$ cat src/rtl/host_mbox_pkg.sv
package host_mbox_pkg;
  localparam int OBF_BIT = 0;
  localparam int IBF_BIT = 1;
  localparam int CD_BIT  = 3;

  typedef enum logic [1:0] {
    SA_IDR = 2'd0,
    SA_ODR = 2'd1,
    SA_STS = 2'd2
  } sl_addr_e;
endpackage

$ cat src/rtl/mbox_sync.sv
module mbox_sync #(
  parameter int W      = 1,
  parameter int STAGES = 2
) (
  input  logic         clk_i,
  input  logic         rst_ni,
  input  logic [W-1:0] d_i,
  output logic [W-1:0] q_o
);
  logic [W-1:0] stg [STAGES];

  always_ff @(posedge clk_i or negedge rst_ni) begin
    if (!rst_ni) stg[0] <= '0;
    else         stg[0] <= d_i;
  end

  for (genvar g = 1; g < STAGES; g++) begin : g_stage
    always_ff @(posedge clk_i or negedge rst_ni) begin
      if (!rst_ni) stg[g] <= '0;
      else         stg[g] <= stg[g-1];
    end
  end

  assign q_o = stg[STAGES-1];
endmodule

$ cat src/rtl/mbox_flag.sv
module mbox_flag (
  input  logic clk_i,
  input  logic rst_ni,
  input  logic set_i,
  input  logic clr_i,
  output logic q_o
);
  // set has priority over clear
  always_ff @(posedge clk_i or negedge rst_ni) begin
    if (!rst_ni)    q_o <= 1'b0;
    else if (set_i) q_o <= 1'b1;
    else if (clr_i) q_o <= 1'b0;
  end
endmodule

$ cat src/rtl/mbox_host_if.sv
module mbox_host_if #(
  parameter int DW          = 8,
  parameter int SYNC_STAGES = 2
) (
  input  logic          clk_i,
  input  logic          rst_ni,
  input  logic          cs_ni,
  input  logic          a0_i,
  input  logic          wr_ni,
  input  logic          rd_ni,
  input  logic [DW-1:0] d_i,
  output logic          wr_done_o,
  output logic          rd_done_o,
  output logic [DW-1:0] wr_data_o,
  output logic          wr_a0_o,
  output logic          rd_a0_o
);
  localparam int SW = DW + 3;

  logic [SW-1:0] raw, syn;
  logic          wr_s, rd_s, a0_s, wr_q, rd_q;
  logic [DW-1:0] d_s;

  assign raw = {~cs_ni & ~wr_ni, ~cs_ni & ~rd_ni, a0_i, d_i};

  mbox_sync #(.W(SW), .STAGES(SYNC_STAGES)) u_sync (
    .clk_i (clk_i),
    .rst_ni(rst_ni),
    .d_i   (raw),
    .q_o   (syn)
  );

  assign {wr_s, rd_s, a0_s, d_s} = syn;

  // keep the last bus values seen while a strobe was active
  always_ff @(posedge clk_i or negedge rst_ni) begin
    if (!rst_ni) begin
      wr_q      <= 1'b0;
      rd_q      <= 1'b0;
      wr_data_o <= '0;
      wr_a0_o   <= 1'b0;
      rd_a0_o   <= 1'b0;
    end else begin
      wr_q <= wr_s;
      rd_q <= rd_s;
      if (wr_s) begin
        wr_data_o <= d_s;
        wr_a0_o   <= a0_s;
      end
      if (rd_s) rd_a0_o <= a0_s;
    end
  end

  assign wr_done_o = wr_q & ~wr_s;
  assign rd_done_o = rd_q & ~rd_s;
endmodule

$ cat src/rtl/host_mbox.sv
module host_mbox
  import host_mbox_pkg::*;
#(
  parameter int DW          = 8,
  parameter int SYNC_STAGES = 2
) (
  input  logic          clk_i,
  input  logic          rst_ni,
  input  logic          host_cs_ni,
  input  logic          host_a0_i,
  input  logic          host_wr_ni,
  input  logic          host_rd_ni,
  input  logic [DW-1:0] host_d_i,
  output logic [DW-1:0] host_d_o,
  output logic          host_d_oe_o,
  input  logic          sl_re_i,
  input  logic          sl_we_i,
  input  logic [1:0]    sl_addr_i,
  input  logic [DW-1:0] sl_wdata_i,
  output logic [DW-1:0] sl_rdata_o,
  output logic          ibf_irq_o,
  output logic          obf_irq_o
);
  logic          wr_done, rd_done, wr_a0, rd_a0;
  logic [DW-1:0] wr_data;
  logic [DW-1:0] idr_q, odr_q, status;
  logic          cd_q, ibf, obf;
  logic          ibf_set, ibf_clr, obf_set, obf_host_clr, obf_clr;

  mbox_host_if #(.DW(DW), .SYNC_STAGES(SYNC_STAGES)) u_host (
    .clk_i    (clk_i),
    .rst_ni   (rst_ni),
    .cs_ni    (host_cs_ni),
    .a0_i     (host_a0_i),
    .wr_ni    (host_wr_ni),
    .rd_ni    (host_rd_ni),
    .d_i      (host_d_i),
    .wr_done_o(wr_done),
    .rd_done_o(rd_done),
    .wr_data_o(wr_data),
    .wr_a0_o  (wr_a0),
    .rd_a0_o  (rd_a0)
  );

  assign ibf_set      = wr_done;
  assign ibf_clr      = sl_re_i && (sl_addr_i == SA_IDR);
  assign obf_set      = sl_we_i && (sl_addr_i == SA_ODR);
  assign obf_host_clr = rd_done && !rd_a0;
  assign obf_clr      = obf_host_clr || (sl_we_i && (sl_addr_i == SA_STS) && !sl_wdata_i[OBF_BIT]);

  mbox_flag u_ibf (.clk_i(clk_i), .rst_ni(rst_ni), .set_i(ibf_set), .clr_i(ibf_clr), .q_o(ibf));
  mbox_flag u_obf (.clk_i(clk_i), .rst_ni(rst_ni), .set_i(obf_set), .clr_i(obf_clr), .q_o(obf));

  // inbound byte has no defined reset value
  always_ff @(posedge clk_i) begin
    if (wr_done) idr_q <= wr_data;
  end

  always_ff @(posedge clk_i or negedge rst_ni) begin
    if (!rst_ni) begin
      odr_q <= '0;
      cd_q  <= 1'b0;
    end else begin
      if (obf_set) odr_q <= sl_wdata_i;
      if (wr_done) cd_q  <= wr_a0;
    end
  end

  always_comb begin
    status          = '0;
    status[OBF_BIT] = obf;
    status[IBF_BIT] = ibf;
    status[CD_BIT]  = cd_q;
  end

  always_comb begin
    unique case (sl_addr_i)
      SA_IDR:  sl_rdata_o = idr_q;
      SA_ODR:  sl_rdata_o = odr_q;
      SA_STS:  sl_rdata_o = status;
      default: sl_rdata_o = '0;
    endcase
  end

  assign host_d_o    = host_a0_i ? status : odr_q;
  assign host_d_oe_o = !host_cs_ni && !host_rd_ni;
  assign ibf_irq_o   = ibf;
  assign obf_irq_o   = obf;
endmodule

$ cat config.mk
export PLATFORM = sky130hd
export DESIGN_NAME = host_mbox
export DESIGN_NICKNAME = d
export VERILOG_FILES = /design/src/rtl/host_mbox_pkg.sv /design/src/rtl/mbox_sync.sv /design/src/rtl/mbox_flag.sv /design/src/rtl/mbox_host_if.sv /design/src/rtl/host_mbox.sv
export SDC_FILE = /design/constraint.sdc
export NUM_CORES = 1
export LEC_CHECK = 0
export CORE_MARGIN = 3
export CORE_UTILIZATION = 25
export CTS_CLUSTER_DIAMETER = 30
export CTS_CLUSTER_SIZE = 28
export DETAILED_ROUTE_END_ITERATION = 8
export DONT_BUFFER_PORTS = 1
export GPL_TIMING_DRIVEN = 0
export HOLD_SLACK_MARGIN = 0.08
export PLACE_DENSITY = 0.48
export SETUP_SLACK_MARGIN = 0.5
export SLEW_MARGIN = 20
export SYNTH_ARGS = -nofsm -noshare
export SYNTH_HDL_FRONTEND = slang
export SYNTH_HIERARCHICAL = 1
export SYNTH_SLANG_ARGS = --single-unit
$ cat constraint.sdc
create_clock -name clk_i -period 1.5 [get_ports clk_i]
set_input_delay 0.3 -clock clk_i [delete_from_list [all_inputs] [get_ports clk_i]]
set_output_delay 0.3 -clock clk_i [all_outputs]
set_load 0.1 [all_outputs]
After elaboration in Yosys (flattened, before gate mapping) --
Cells that the tools add are included.
Word-level totals: register bits 53, logic and storage cells 43, bits of input ports 26
Cells by class: muxes and demuxes 6, bitwise logic cells 9, reduce and logical (&&, ||, !) cells 14, equal/unequal tests 2
Operators with widths (count):
- $pmux 8 s3 | 1
- $mux 8 | 1
- $logic_and 1x1->1 | 6
- $not 1->1 | 5
- $and 1x1->1 | 4
- $logic_not 1->1 | 4
- $mux 1 | 4
- $reduce_bool 2->1 | 2
- $eq 2x1->1 const B | 1
- $eq 2x2->1 const B | 1
- $logic_not 2->1 | 1
- $logic_or 1x1->1 | 1

Logic depth before layout (Yosys ltp) --
depth in word-level cells 6, mapped depth 5

Modules after synthesis --
Netlist, hierarchy kept.
Modules (own cells, without submodules):
- host_mbox | cells an instance 60, area each 834.6 µm², seq. area each 465.4 µm², times used 1
- mbox_sync | cells an instance 33, area each 633.1 µm², seq. area each 550.5 µm², times used 1
- mbox_host_if | cells an instance 27, area each 480.5 µm², seq. area each 300.3 µm², times used 1
- mbox_flag | cells an instance 3, area each 36.3 µm², seq. area each 25.0 µm², times used 2

Least setup slack after synthesis --
Ideal clock, no wire load.
path kind input -> output, from input port sl_addr_i[0], to output port sl_rdata_o[0], stages 3, arrival time 2.012 ns, data required time 1.200 ns, buffers on the path 1, path slack -0.812 ns, path through buf_6 -> mux2i_1 -> o2bb2ai_1
On the way: cells in the longest elaborated chain, start to end 2, elaborated cells between the ends (all ways) 4
Ends and longest elaborated chain:
- start: declaration | RTL line host_mbox.sv:18 | input logic [1:0] sl_addr_i,
- $eq 2x2->1 (tied with other cells) | RTL line host_mbox.sv:77 | unique case (sl_addr_i)
- $pmux 8 s3 * | RTL line host_mbox.sv:77
- end: declaration | RTL line host_mbox.sv:20 | output logic [DW-1:0] sl_rdata_o,
Every way passes the cells marked *; elsewhere a longest branch is shown, timed or not.

Worst setup path in the final report --
from register u_obf.q_o, to output port host_d_o[0]
On the way: cells in the longest elaborated chain, start to end 1
Ends and longest elaborated chain:
- start: declaration | RTL line mbox_flag.sv:6 | output logic q_o
- start signal: assignment | RTL line mbox_flag.sv:10 | if (!rst_ni) q_o <= 1'b0;
- start signal: assignment | RTL line mbox_flag.sv:11 | else if (set_i) q_o <= 1'b1;
- start signal: assignment | RTL line mbox_flag.sv:12 | else if (clr_i) q_o <= 1'b0;
- $mux 8 | RTL line host_mbox.sv:85 | assign host_d_o = host_a0_i ? status : odr_q;
- end: declaration | RTL line host_mbox.sv:14 | output logic [DW-1:0] host_d_o,
No other way between the ends.

==> out/metrics.cfg <==
[cells_and_area]
finalInstanceArea_um2 = 2880
final_layout_size_suffix_gt1_share_pct = 54.0
final_cell_mix = dfrtp_1, mux2_4, buf_4, dlygate4sd3_1
fillers = 744
fin_util_pct = 37.0
multiInputGateArea_um2 = 752
n_antenna_cell = 0
area_delta_synth_final_pct = 42.3
regArea_um2 = 1370
layout.nets = 186
mostFrequentLayoutCell = dfrtp_1

[global_routing]
overflow = 0
track_usage_pct = 7.96
grt_max_degree = 46
grt_pass1_vias = 1065
grt_antenna_before_repair = 0
grt_pass1_wl_um = 5520

[setup_path]
reg2regPathDepth = 5
cp.arrival_ps = 1400
critPathTopFamily = flip-flops
critPathKind = reg2out
critical_path.cell_chain = mux2_4
cpMaxStageDelayCell = dfrtp_4
cp.depth = 1
crit_path_end_kind = output pin
critPathMaxFanout = 4
path_buf_inv = 0
start_kind = flop
required_ps = 1200
critPathMaxStageDelay_ps = 650

[status]
status = complete, but fails checks
violations = hold timing, setup timing

[timing]
clock-skew-final_ps = 4.47
rsz0062_at_grt = yes
worst_hold_slack_ps = -313
post-route-min-period_ps = 1700
fin_ws_ps = -199
drv_slew = 0
hold_viol = 45
finalCritPeriodShare_pct = 113
tightest_slew_ps = 652
fmax_ghz = 0.589
finalSetupViolCount = 16
relSlewSlack_pct = 56.4

[floorplan]
start_util_pct = 26.0
io_pins = 45
fp-row-count = 32
die_area_um2 = 9200
core-area_um2 = 7770
die_h_um = 95.9
fp.dieW_um = 95.9

[routing]
via_count = 1013
antenna_left = 0
drtIter0Drc = 15
drcViolationCount = 0
drtPass1Iterations = 3
wl_per_cell_um = 13.7
viasPerCell = 3.85
postRouteWirelength_um = 3610

[yosys]
ys_seq_area_share_pct = 67.6
syn_area_um2 = 2020
postSynthAreaPerCell_um2 = 16.0
synth_ff_type = dfrtp_1
synth_top_area_share_pct = 55.7
synth_nets = 152
yosys-top-cells-area = dfrtp_1, edfxtp_1, mux2_2, mux2_4, buf_4
async_reset_ff_share_pct = 84.9
yosysUniqueCellTypes = 17
ys_seq_elements = 53
yosysTopAreaCell = dfrtp_1
yosysWarnings = 6
synth_edf_count = 8
synthesis.instances = 126

[clocking]
cts-buffers-inserted = 5
cts.reportedPaths.clkPinSlew_ps = 100
clk_latency_ps = 290
numClockSinks = 53
cts_tree = built
htree_levels = 2
clock_tree.root_cell = clkbuf_8
cts_buffer_depth = 2
cts_hold_buf = 12

[placement]
port_buffers = 0
post-dp-hpwl_um = 2420
placed_cell_area_um2 = 2370
gp_congestion = 0.649

[power]
powerDensity_nw_per_um2 = 1330
p_leak_uw = 0.00127
ir_worst_vdd_uv = 411

[min_path]
hold_class = in2async

[flow_run]
cap_violations = 0

[where the power goes]
group	switching [uW]	internal [uW]
Sequential	169	1610
Combinational	603	390
Clock	446	596
[state kept, by name, summed over array words and instances (netlist names)]
signal	cells
u_host/u_sync/q_o	11
u_host/u_sync/stg	11
idr_q	8
odr_q	8
u_host/wr_data_o	8
cd_q	1
u_host/rd_a0_o	1
u_host/rd_q	1
u_host/wr_a0_o	1
u_host/wr_q	1
u_ibf/q_o	1
u_obf/q_o	1
[Yosys cell counts (2+ instances only)]
master     instances
mux2_2            13
nor2_1             8
a21o_1             2
mux2_4             9
dfrtp_1           45
inv_1              5
nor2b_1            6
mux2i_1            8
buf_4             11
buf_6              2
edfxtp_1           8
and2b_2            2
o2bb2ai_1          3
[layer usage]
layer | vias up | GRT usage (%) | wire [um]
met5 | - | 0 | 0
met4 | 0 | 1.78 | 19
met3 | 2 | 2.97 | 304
met2 | 41 | 12.3 | 1600
met1 | 489 | 10.7 | 1690
li1 | 481 | - | -
[through the flow]
stage          worst slack (ps)  setup TNS [ps]  power [uW]  hold WS (ps)  cells
2_1_floorplan               111               0        2590          4.41    126
3_3_place_gp               74.9               0        2650          5.67    228
3_5_place_dp               61.5               0        2660          5.90    228
4_1_cts                    -214           -1750        3860          -328    261
5_1_grt                    -233           -2130        3980          -337    263
6_report                   -199           -1360        3820          -313    263
[cells by family (layout without fill, tap and decap cells)]
kind of cell / count (synthesis) / after routing / share of synthesized area, %
DFF: 53 / 53 / 67.6
and+or+nand+nor: 18 / 18 / 5.57
AOI/OAI and AO/OA: 6 / 6 / 2.54
muxes: 30 / 30 / 17.9
buffers and inverters: 19 / 54 / 6.38
[worst paths after layout]
path,start,to,slack (ps)
max in group asynchronous,rst_ni,u_obf/q_o,1710
setup reg to reg,u_host/u_sync/q_o[10],cd_q,110
min in group clk_i,sl_wdata_i[3],odr_q[3],150
hold reg to reg,u_host/u_sync/stg[12],u_host/u_sync/q_o[1],360
hold / removal,rst_ni,odr_q[1],-310
setup / recovery,u_obf/q_o,host_d_o[0],-200
[worst register-to-register path, delay by kind of cell (launching register included)]
kind                   cells  cell delay, ps
and+or+nand+nor            1             290
muxes                      1             280
buffers and inverters      3             350
DFF                        1             380
[area by class of cell]
cell class | instances | area share, %
flip-flops and latches | 53 | 47.8
multi-input cells | 54 | 26.2
repair buffers | 27 | 11.3
plain buffers | 14 | 5.22
well taps | 102 | 4.44
clock buffers | 6 | 3.26
clock inverters | 2 | 1.22
inverters | 5 | 0.653
[timing repair]
action / 4_1_cts / 5_1_grt
hold endpoints to repair: 56 / 45
endpoints found under the setup margin: 39 / 40
cloned: 2 / 0
buffers inserted: 11 / 2
resized for setup: 19 / 5
pin swaps: 7 / 7
(Power assumes the default switching activity.)
